`src/rtl/eewp_pkg.sv`:
```
package eewp_pkg;
    typedef enum logic [1:0] {
        EW_IDLE,
        EW_PAGE,
        EW_SREG,
        EW_PROG
    } ew_state_e;
endpackage

```
`src/rtl/eewp_zone_guard.sv`:
```
module eewp_zone_guard #(
    parameter int ADDR_W = 9
) (
    input  logic [1:0]        bp_i,
    input  logic [ADDR_W-1:0] addr_i,
    output logic              locked_o
);
    always_comb begin
        case (bp_i)
            2'd0:    locked_o = 1'b0;
            2'd1:    locked_o = &addr_i[ADDR_W-1 -: 2];
            2'd2:    locked_o = addr_i[ADDR_W-1];
            default: locked_o = 1'b1;
        endcase
    end
endmodule

```
`src/rtl/eewp_page_buf.sv`:
```
module eewp_page_buf #(
    parameter int PAGE_BYTES = 8,
    parameter int DATA_W     = 8
) (
    input  logic                          clk,
    input  logic                          rst_n,
    input  logic                          open_i,
    input  logic [$clog2(PAGE_BYTES)-1:0] open_slot_i,
    input  logic                          push_i,
    input  logic [DATA_W-1:0]             push_data_i,
    input  logic [$clog2(PAGE_BYTES)-1:0] rd_idx_i,
    output logic [DATA_W-1:0]             rd_data_o,
    output logic                          rd_valid_o,
    output logic                          filled_o
);
    localparam int PW = $clog2(PAGE_BYTES);

    typedef struct packed {
        logic [PAGE_BYTES-1:0][DATA_W-1:0] data;
        logic [PAGE_BYTES-1:0]             valid;
        logic [PW-1:0]                     ptr;
    } pbuf_s;

    pbuf_s buf_d, buf_q;

    always_comb begin
        buf_d = buf_q;
        if (open_i) begin
            buf_d.valid = '0;
            buf_d.ptr   = open_slot_i;
        end else if (push_i) begin
            buf_d.data[buf_q.ptr]  = push_data_i;
            buf_d.valid[buf_q.ptr] = 1'b1;
            buf_d.ptr              = buf_q.ptr + 1'b1;
        end
    end

    always_ff @(posedge clk or negedge rst_n) begin
        if (!rst_n) buf_q <= '0;
        else        buf_q <= buf_d;
    end

    assign rd_data_o  = buf_q.data[rd_idx_i];
    assign rd_valid_o = buf_q.valid[rd_idx_i];
    assign filled_o   = |buf_q.valid;

    // a stored byte always leaves the buffer non-empty
    assert_push_marks_R5: assert property (@(posedge clk) disable iff (!rst_n)
        (push_i && !open_i) |=> filled_o);
    // the fill pointer advances by exactly one slot per byte
    assert_ptr_steps_R5: assert property (@(posedge clk) disable iff (!rst_n)
        (push_i && !open_i) |=> (buf_q.ptr == PW'($past(buf_q.ptr) + 1'b1)));
endmodule

```
`src/rtl/eewp_engine.sv`:
```
module eewp_engine #(
    parameter int ADDR_W     = 9,
    parameter int PAGE_BYTES = 8,
    parameter int TWC_CYCLES = 250000
) (
    input  logic              clk,
    input  logic              rst_n,
    input  logic              wp_n,
    input  logic              cmd_wren,
    input  logic              cmd_wrdi,
    input  logic              cmd_wrsr,
    input  logic              cmd_write,
    input  logic [ADDR_W-1:0] cmd_addr,
    input  logic              byte_valid,
    input  logic [7:0]        byte_data,
    input  logic              cs_rise,
    input  logic              cs_partial,
    output logic              mem_we,
    output logic [ADDR_W-1:0] mem_addr,
    output logic [7:0]        mem_wdata,
    output logic [7:0]        status
);
    import eewp_pkg::*;

    localparam int PW    = $clog2(PAGE_BYTES);
    localparam int UPW   = ADDR_W - PW;
    localparam int CNT_W = $clog2(TWC_CYCLES + 1);

    typedef struct packed {
        ew_state_e        st;
        logic             wel;
        logic [1:0]       bp;
        logic [UPW-1:0]   page;
        logic [CNT_W-1:0] cnt;
        logic [1:0]       sreg_new;
        logic             sreg_got;
    } ctl_s;

    ctl_s ctl_d, ctl_q;

    logic          buf_open, buf_push, buf_filled, slot_valid, locked;
    logic [PW-1:0] commit_idx;
    logic          busy, in_window;

    always_comb begin
        ctl_d    = ctl_q;
        buf_open = 1'b0;
        buf_push = 1'b0;
        case (ctl_q.st)
            EW_IDLE: begin
                if (cmd_wrdi) begin
                    ctl_d.wel = 1'b0;
                end else if (cmd_wren) begin
                    if (wp_n) ctl_d.wel = 1'b1;
                end else if (cmd_write && ctl_q.wel && wp_n) begin
                    ctl_d.st   = EW_PAGE;
                    ctl_d.page = cmd_addr[ADDR_W-1:PW];
                    buf_open   = 1'b1;
                end else if (cmd_wrsr && ctl_q.wel && wp_n) begin
                    ctl_d.st       = EW_SREG;
                    ctl_d.sreg_got = 1'b0;
                    buf_open       = 1'b1;
                end
            end
            EW_PAGE: begin
                if (!wp_n) begin
                    ctl_d.st = EW_IDLE;
                end else if (cs_rise) begin
                    ctl_d.cnt = '0;
                    ctl_d.st  = (!cs_partial && buf_filled) ? EW_PROG : EW_IDLE;
                end else if (byte_valid) begin
                    buf_push = 1'b1;
                end
            end
            EW_SREG: begin
                if (!wp_n) begin
                    ctl_d.st = EW_IDLE;
                end else if (cs_rise) begin
                    ctl_d.cnt = '0;
                    if (!cs_partial && ctl_q.sreg_got) begin
                        ctl_d.st = EW_PROG;
                        ctl_d.bp = ctl_q.sreg_new;
                    end else begin
                        ctl_d.st = EW_IDLE;
                    end
                end else if (byte_valid) begin
                    ctl_d.sreg_new = byte_data[3:2];
                    ctl_d.sreg_got = 1'b1;
                end
            end
            default: begin
                ctl_d.cnt = ctl_q.cnt + 1'b1;
                if (ctl_q.cnt == CNT_W'(TWC_CYCLES - 1)) begin
                    ctl_d.st  = EW_IDLE;
                    ctl_d.wel = 1'b0;
                end
            end
        endcase
    end

    always_ff @(posedge clk or negedge rst_n) begin
        if (!rst_n) begin
            ctl_q    <= '0;
            ctl_q.st <= EW_IDLE;
        end else begin
            ctl_q <= ctl_d;
        end
    end

    eewp_page_buf #(
        .PAGE_BYTES (PAGE_BYTES),
        .DATA_W     (8)
    ) u_buf (
        .clk         (clk),
        .rst_n       (rst_n),
        .open_i      (buf_open),
        .open_slot_i (cmd_addr[PW-1:0]),
        .push_i      (buf_push),
        .push_data_i (byte_data),
        .rd_idx_i    (commit_idx),
        .rd_data_o   (mem_wdata),
        .rd_valid_o  (slot_valid),
        .filled_o    (buf_filled)
    );

    eewp_zone_guard #(
        .ADDR_W (ADDR_W)
    ) u_guard (
        .bp_i     (ctl_q.bp),
        .addr_i   (mem_addr),
        .locked_o (locked)
    );

    assign busy       = (ctl_q.st == EW_PROG);
    assign commit_idx = ctl_q.cnt[PW-1:0];
    assign in_window  = busy && (ctl_q.cnt < CNT_W'(PAGE_BYTES));
    assign mem_addr   = {ctl_q.page, commit_idx};
    assign mem_we     = in_window && slot_valid && !locked;
    assign status     = {4'b0000, ctl_q.bp, ctl_q.wel, busy};

    // nothing is written in the first cycle out of reset
    assert_quiet_after_reset_R1: assert property (@(posedge clk) disable iff (!rst_n)
        $rose(rst_n) |-> !mem_we);
    // with wp_n low a cleared latch stays cleared
    assert_wren_needs_wp_R2: assert property (@(posedge clk) disable iff (!rst_n)
        (!status[1] && !wp_n) |=> !status[1]);
    // clear-enable outside a busy interval empties the latch
    assert_wrdi_clears_R2: assert property (@(posedge clk) disable iff (!rst_n)
        (cmd_wrdi && !status[0] && ctl_q.st == EW_IDLE) |=> !status[1]);
    // a busy interval opens only on a clean chip-select rise
    assert_busy_on_clean_cs_R6: assert property (@(posedge clk) disable iff (!rst_n)
        $rose(status[0]) |-> $past(cs_rise && !cs_partial));
    // the latch is empty when a busy interval closes
    assert_wel_drops_R9: assert property (@(posedge clk) disable iff (!rst_n)
        $fell(status[0]) |-> !status[1]);
    // protection bits cannot move during a busy interval
    assert_bp_frozen_R8: assert property (@(posedge clk) disable iff (!rst_n)
        status[0] |=> $stable(status[3:2]));
    // full protection means no array write at all
    assert_full_lock_R7: assert property (@(posedge clk) disable iff (!rst_n)
        (status[3:2] == 2'b11) |-> !mem_we);
    // the high nibble of status is always zero
    assert_high_nibble_R10: assert property (@(posedge clk) disable iff (!rst_n)
        status[7:4] == 4'h0);
endmodule

```
`config.mk`:
```
export PLATFORM = sky130hd
export DESIGN_NAME = eewp_engine
export DESIGN_NICKNAME = d
export VERILOG_FILES = /design/src/rtl/eewp_pkg.sv /design/src/rtl/eewp_zone_guard.sv /design/src/rtl/eewp_page_buf.sv /design/src/rtl/eewp_engine.sv
export SDC_FILE = /design/constraint.sdc
export NUM_CORES = 1
export LEC_CHECK = 0
export ABC_AREA = 0
export BUFFER_PORTS_ARGS = -buffer_cell sky130_fd_sc_hd__buf_4
export CAP_MARGIN = 25
export CORE_MARGIN = 2
export CORE_UTILIZATION = 30
export CTS_CLUSTER_SIZE = 16
export DETAILED_ROUTE_END_ITERATION = 12
export PLACE_DENSITY = 0.42
export REMOVE_ABC_BUFFERS = 1
export SKIP_LAST_GASP = 1
export SYNTH_ARGS = -nofsm -noshare
export SYNTH_HDL_FRONTEND = slang
export SYNTH_SLANG_ARGS = --single-unit
export TNS_END_PERCENT = 100
```
`constraint.sdc`:
```
create_clock -name clk -period 3.64 [get_ports clk]
set_clock_uncertainty 0.2 [all_clocks]
set_input_delay 0.728 -clock clk [delete_from_list [all_inputs] [get_ports clk]]
set_output_delay 0.728 -clock clk [all_outputs]
set_load 0.1 [all_outputs]
```
==> out/results.txt <==
status -> finished clean
synth-to-layout area growth -> 16.8%
post-route DRC violation count -> 0
CP delay by family, top -> simple AND/OR/NAND/NOR gates
vias -> 3533
async set-reset flop share out of synthesis -> 100%
synth unique cells -> 57
fin crit period -> 3.20 ns
crit-path max FO -> 7
critical-path cell list -> or4_1 -> nor2_1 -> o21ai_0 -> nor3_1 -> buf_4
#FFs+latches synth -> 107
clock root buffer -> clkbuf_16
CP bufs+invs -> 1
most used flip-flop cell after synthesis -> dfrtp_1
layout cells sized above 1 -> 40.9%
CTS Hold Bufs -> 0
Max Freq -> 313 MHz
diode count -> 0
LEAKAGE -> 2.93 nW
HPWL Detailed -> 8760 um
Critical Path Sink Type -> output port
met3 Usage GRT -> 3.43%
crit path DAT -> 2.27 ns
final WL -> 12900 um
worst endpoint required time -> 2.71 ns
Post-CTS Setup Repair Bufs -> 0
P_int -> 0.00272 W
drt initial violations -> 109
Final Total Pwr -> 0.00465 W
Worst Hold Class -> input port to asynchronous set/reset pin
Total Routing Usage GR -> 14.3%
die height -> 138 um
Top Ports -> 53
largest net degree at the start of global routing -> 57
pwr dens -> 738 nW/um^2
initial antenna violation count -> 0
Post-Place Cells -> 685
Horiz. Die Dim -> 138 um
Seq/Total Area, Yosys -> 49.6%
post-layout net count -> 500
fin util -> 35.4%
Tcrit/Tclk final -> 87.8%
number of flops mapped to enable cells by yosys -> 0
combinational fraction of design power -> 39.2%
Slew @ Worst Pin -> 0.846 ns
clock slew seen by the registers of the worst setup and hold paths -> 0.07 ns
DRT Pass-1 Iters -> 4
Psw -> 0.00193 W
Starting Density -> 30.3%
vias per inst -> 5.04
busiest grt layer -> met2
first-pass GRT wire length -> 21300 um
core footprint -> 17800 um^2
YS warnings -> 0
Max Cap Viol -> 0
final setup violation count -> 0
sequential share of power -> 36.0%
Net Sw Frac -> 41.5%
crit path launch type -> flip-flop
Inserted Clock Buffers -> 9
clock share of power -> 24.8%
Rows -> 49
Post-Layout Cell Count -> 701
Post-Syn Instances -> 426
total grt overflow -> 0
area of the die -> 19100 um^2
RSZ-0062 raised after global routing -> false
clk_lat worst skew -> 0.35 ns
Placer Congestion -> 0.773
relative slew slack -> 43.6%
CP Class -> flip-flop to output port
slowest CP cell -> or4_1
CTS sink cnt -> 107
vias in the first global route -> 3752
Fin. Hold Viols -> 0
pre-CTS setup slack -> 0.471 ns
maximum VDD drop -> 0.000380 V
slowest stage delay, CP -> 0.54 ns
Cell Area, Synth -> 5400 um^2
Setup WS post-layout -> 0.443 ns
Avg WL per Cell -> 18.4 um
Port Buf Inserts -> 48
max-slew violations -> 0
post_cts resized -> 0
htree depth -> 3
Clock Path Buffers -> 2
met2 usage -> 24.5%
CTS tree -> yes
global-route met1 utilization -> 18.3%
Synth Area per Inst -> 12.7 um^2
setup total negative slack -> 0 ns
DRT antenna net count -> 0
[path summary, 6_finish.rpt]
| path | start | end | slack [ns] | cells after the start |
|---|---|---|---|---|
| max | ctl_q[11] | mem_we | 0.44 | 5 |
| min | rst_n | mem_addr[3] | 0.23 | 1 |
| max reg2reg | ctl_q[30] | u_buf.buf_q[43] | 0.81 | 6 |
| min reg2reg | u_buf.buf_q[71] | u_buf.buf_q[71] | 0.30 | 1 |
| max in group asynchronous | rst_n | u_buf.buf_q[43] | 2.26 | 2 |
| min in group clk | u_buf.buf_q[71] | u_buf.buf_q[71] | 0.30 | 1 |
[stage by stage]
step / hold WS (ns) / area, um^2
after floorplan: 0.232 / 5220
after global placement: 0.285 / 5950
after detailed placement: 0.291 / 5950
after CTS: 0.250 / 6300
after global routing: 0.280 / 6300
final: 0.228 / 6300
[routing by layer]
layer  routed length [um]  vias to the layer above
met3                  430                        8
met1                 5820                     1818
met5                    0                        -
li1                     -                     1645
met2                 6540                       62
met4                  131                        0
[registers in the layout, indices dropped and copies added, names as in the netlist]
register     count
ctl_q           20
status           3
mem_addr         9
u_buf.buf_q     75
[cell usage after synthesis (2+ instances only)]
library cell | instances | area share [%]
a21o_1 | 10 | 1.4
mux4_2 | 18 | 7.5
nand3_1 | 9 | 0.83
nand2_1 | 23 | 1.6
nor3_1 | 4 | 0.37
mux2_2 | 84 | 18
buf_4 | 18 | 2.5
buf_1 | 2 | 0.14
or4_1 | 7 | 0.97
nor2_1 | 18 | 1.3
clkbuf_1 | 9 | 0.63
nand2b_1 | 5 | 0.58
o21ai_0 | 15 | 1.4
buf_2 | 2 | 0.19
ha_1 | 6 | 1.4
nor2_2 | 5 | 0.58
inv_1 | 6 | 0.42
mux2i_1 | 7 | 1.3
a21oi_1 | 17 | 1.6
a31oi_1 | 4 | 0.46
o41ai_1 | 2 | 0.32
nor3_4 | 2 | 0.60
o21bai_1 | 2 | 0.28
nand3b_1 | 2 | 0.28
nor4_1 | 4 | 0.46
and3_1 | 2 | 0.23
nand4_1 | 5 | 0.58
o211ai_1 | 2 | 0.28
nand3_2 | 2 | 0.37
dfrtp_1 | 107 | 50
[power groups by stage]
stage / sequential (W) / combinational [W] / clock [W]
floorplan: 0.00205 / 0.000965 / 0
global placement: 0.00169 / 0.00182 / 0
detailed placement: 0.00170 / 0.00185 / 0
CTS: 0.00168 / 0.00185 / 0.00120
global route: 0.00172 / 0.00198 / 0.00124
finish: 0.00167 / 0.00183 / 0.00115
[cell families (layout without fill, tap and decap cells)]
| group | Yosys count | after routing | share of synthesized area, % |
|---|---|---|---|
| other | 1 | 4 | 0.0695 |
| buffers and inverters | 37 | 80 | 3.87 |
| xor gates and xnor gates | 2 | 2 | 0.325 |
| muxes | 109 | 109 | 26.3 |
| adders and majority gates | 6 | 6 | 1.39 |
| and+or+nand+nor | 101 | 101 | 10.9 |
| AOI/OAI and AO/OA | 63 | 63 | 7.44 |
| DFF | 107 | 107 | 49.6 |
[cell usage in the layout, fill, tap and decap left out, drive strengths merged, types with 6 or more instances in the layout]
master	count
dfrtp	107
a21o	10
a21oi	17
nand3	11
or4	7
nor3	6
mux2	84
inv	9
mux4	18
nand2	23
mux2i	7
o21ai	16
buf	58
clkbuf	10
nor2	24
ha	6
[worst register-to-register path, stage by stage, from the launching register on]
cell and delay (ns):
dfrtp_1 0.38, inv_1 0.09, ha_1 0.36, o211ai_2 0.37, nand3b_2 0.33, nor2_2 0.60
mux2_2 0.41
[final cells by class]
class	count	area [um^2]
clock buffers	10	229
clock inverters	6	119
fillers	1780	11500
inverters	6	22.5
multi-input cells	285	2520
flip-flops and latches	107	2680
well taps	229	287
repair buffers	58	448
(Power assumes the default switching activity.)
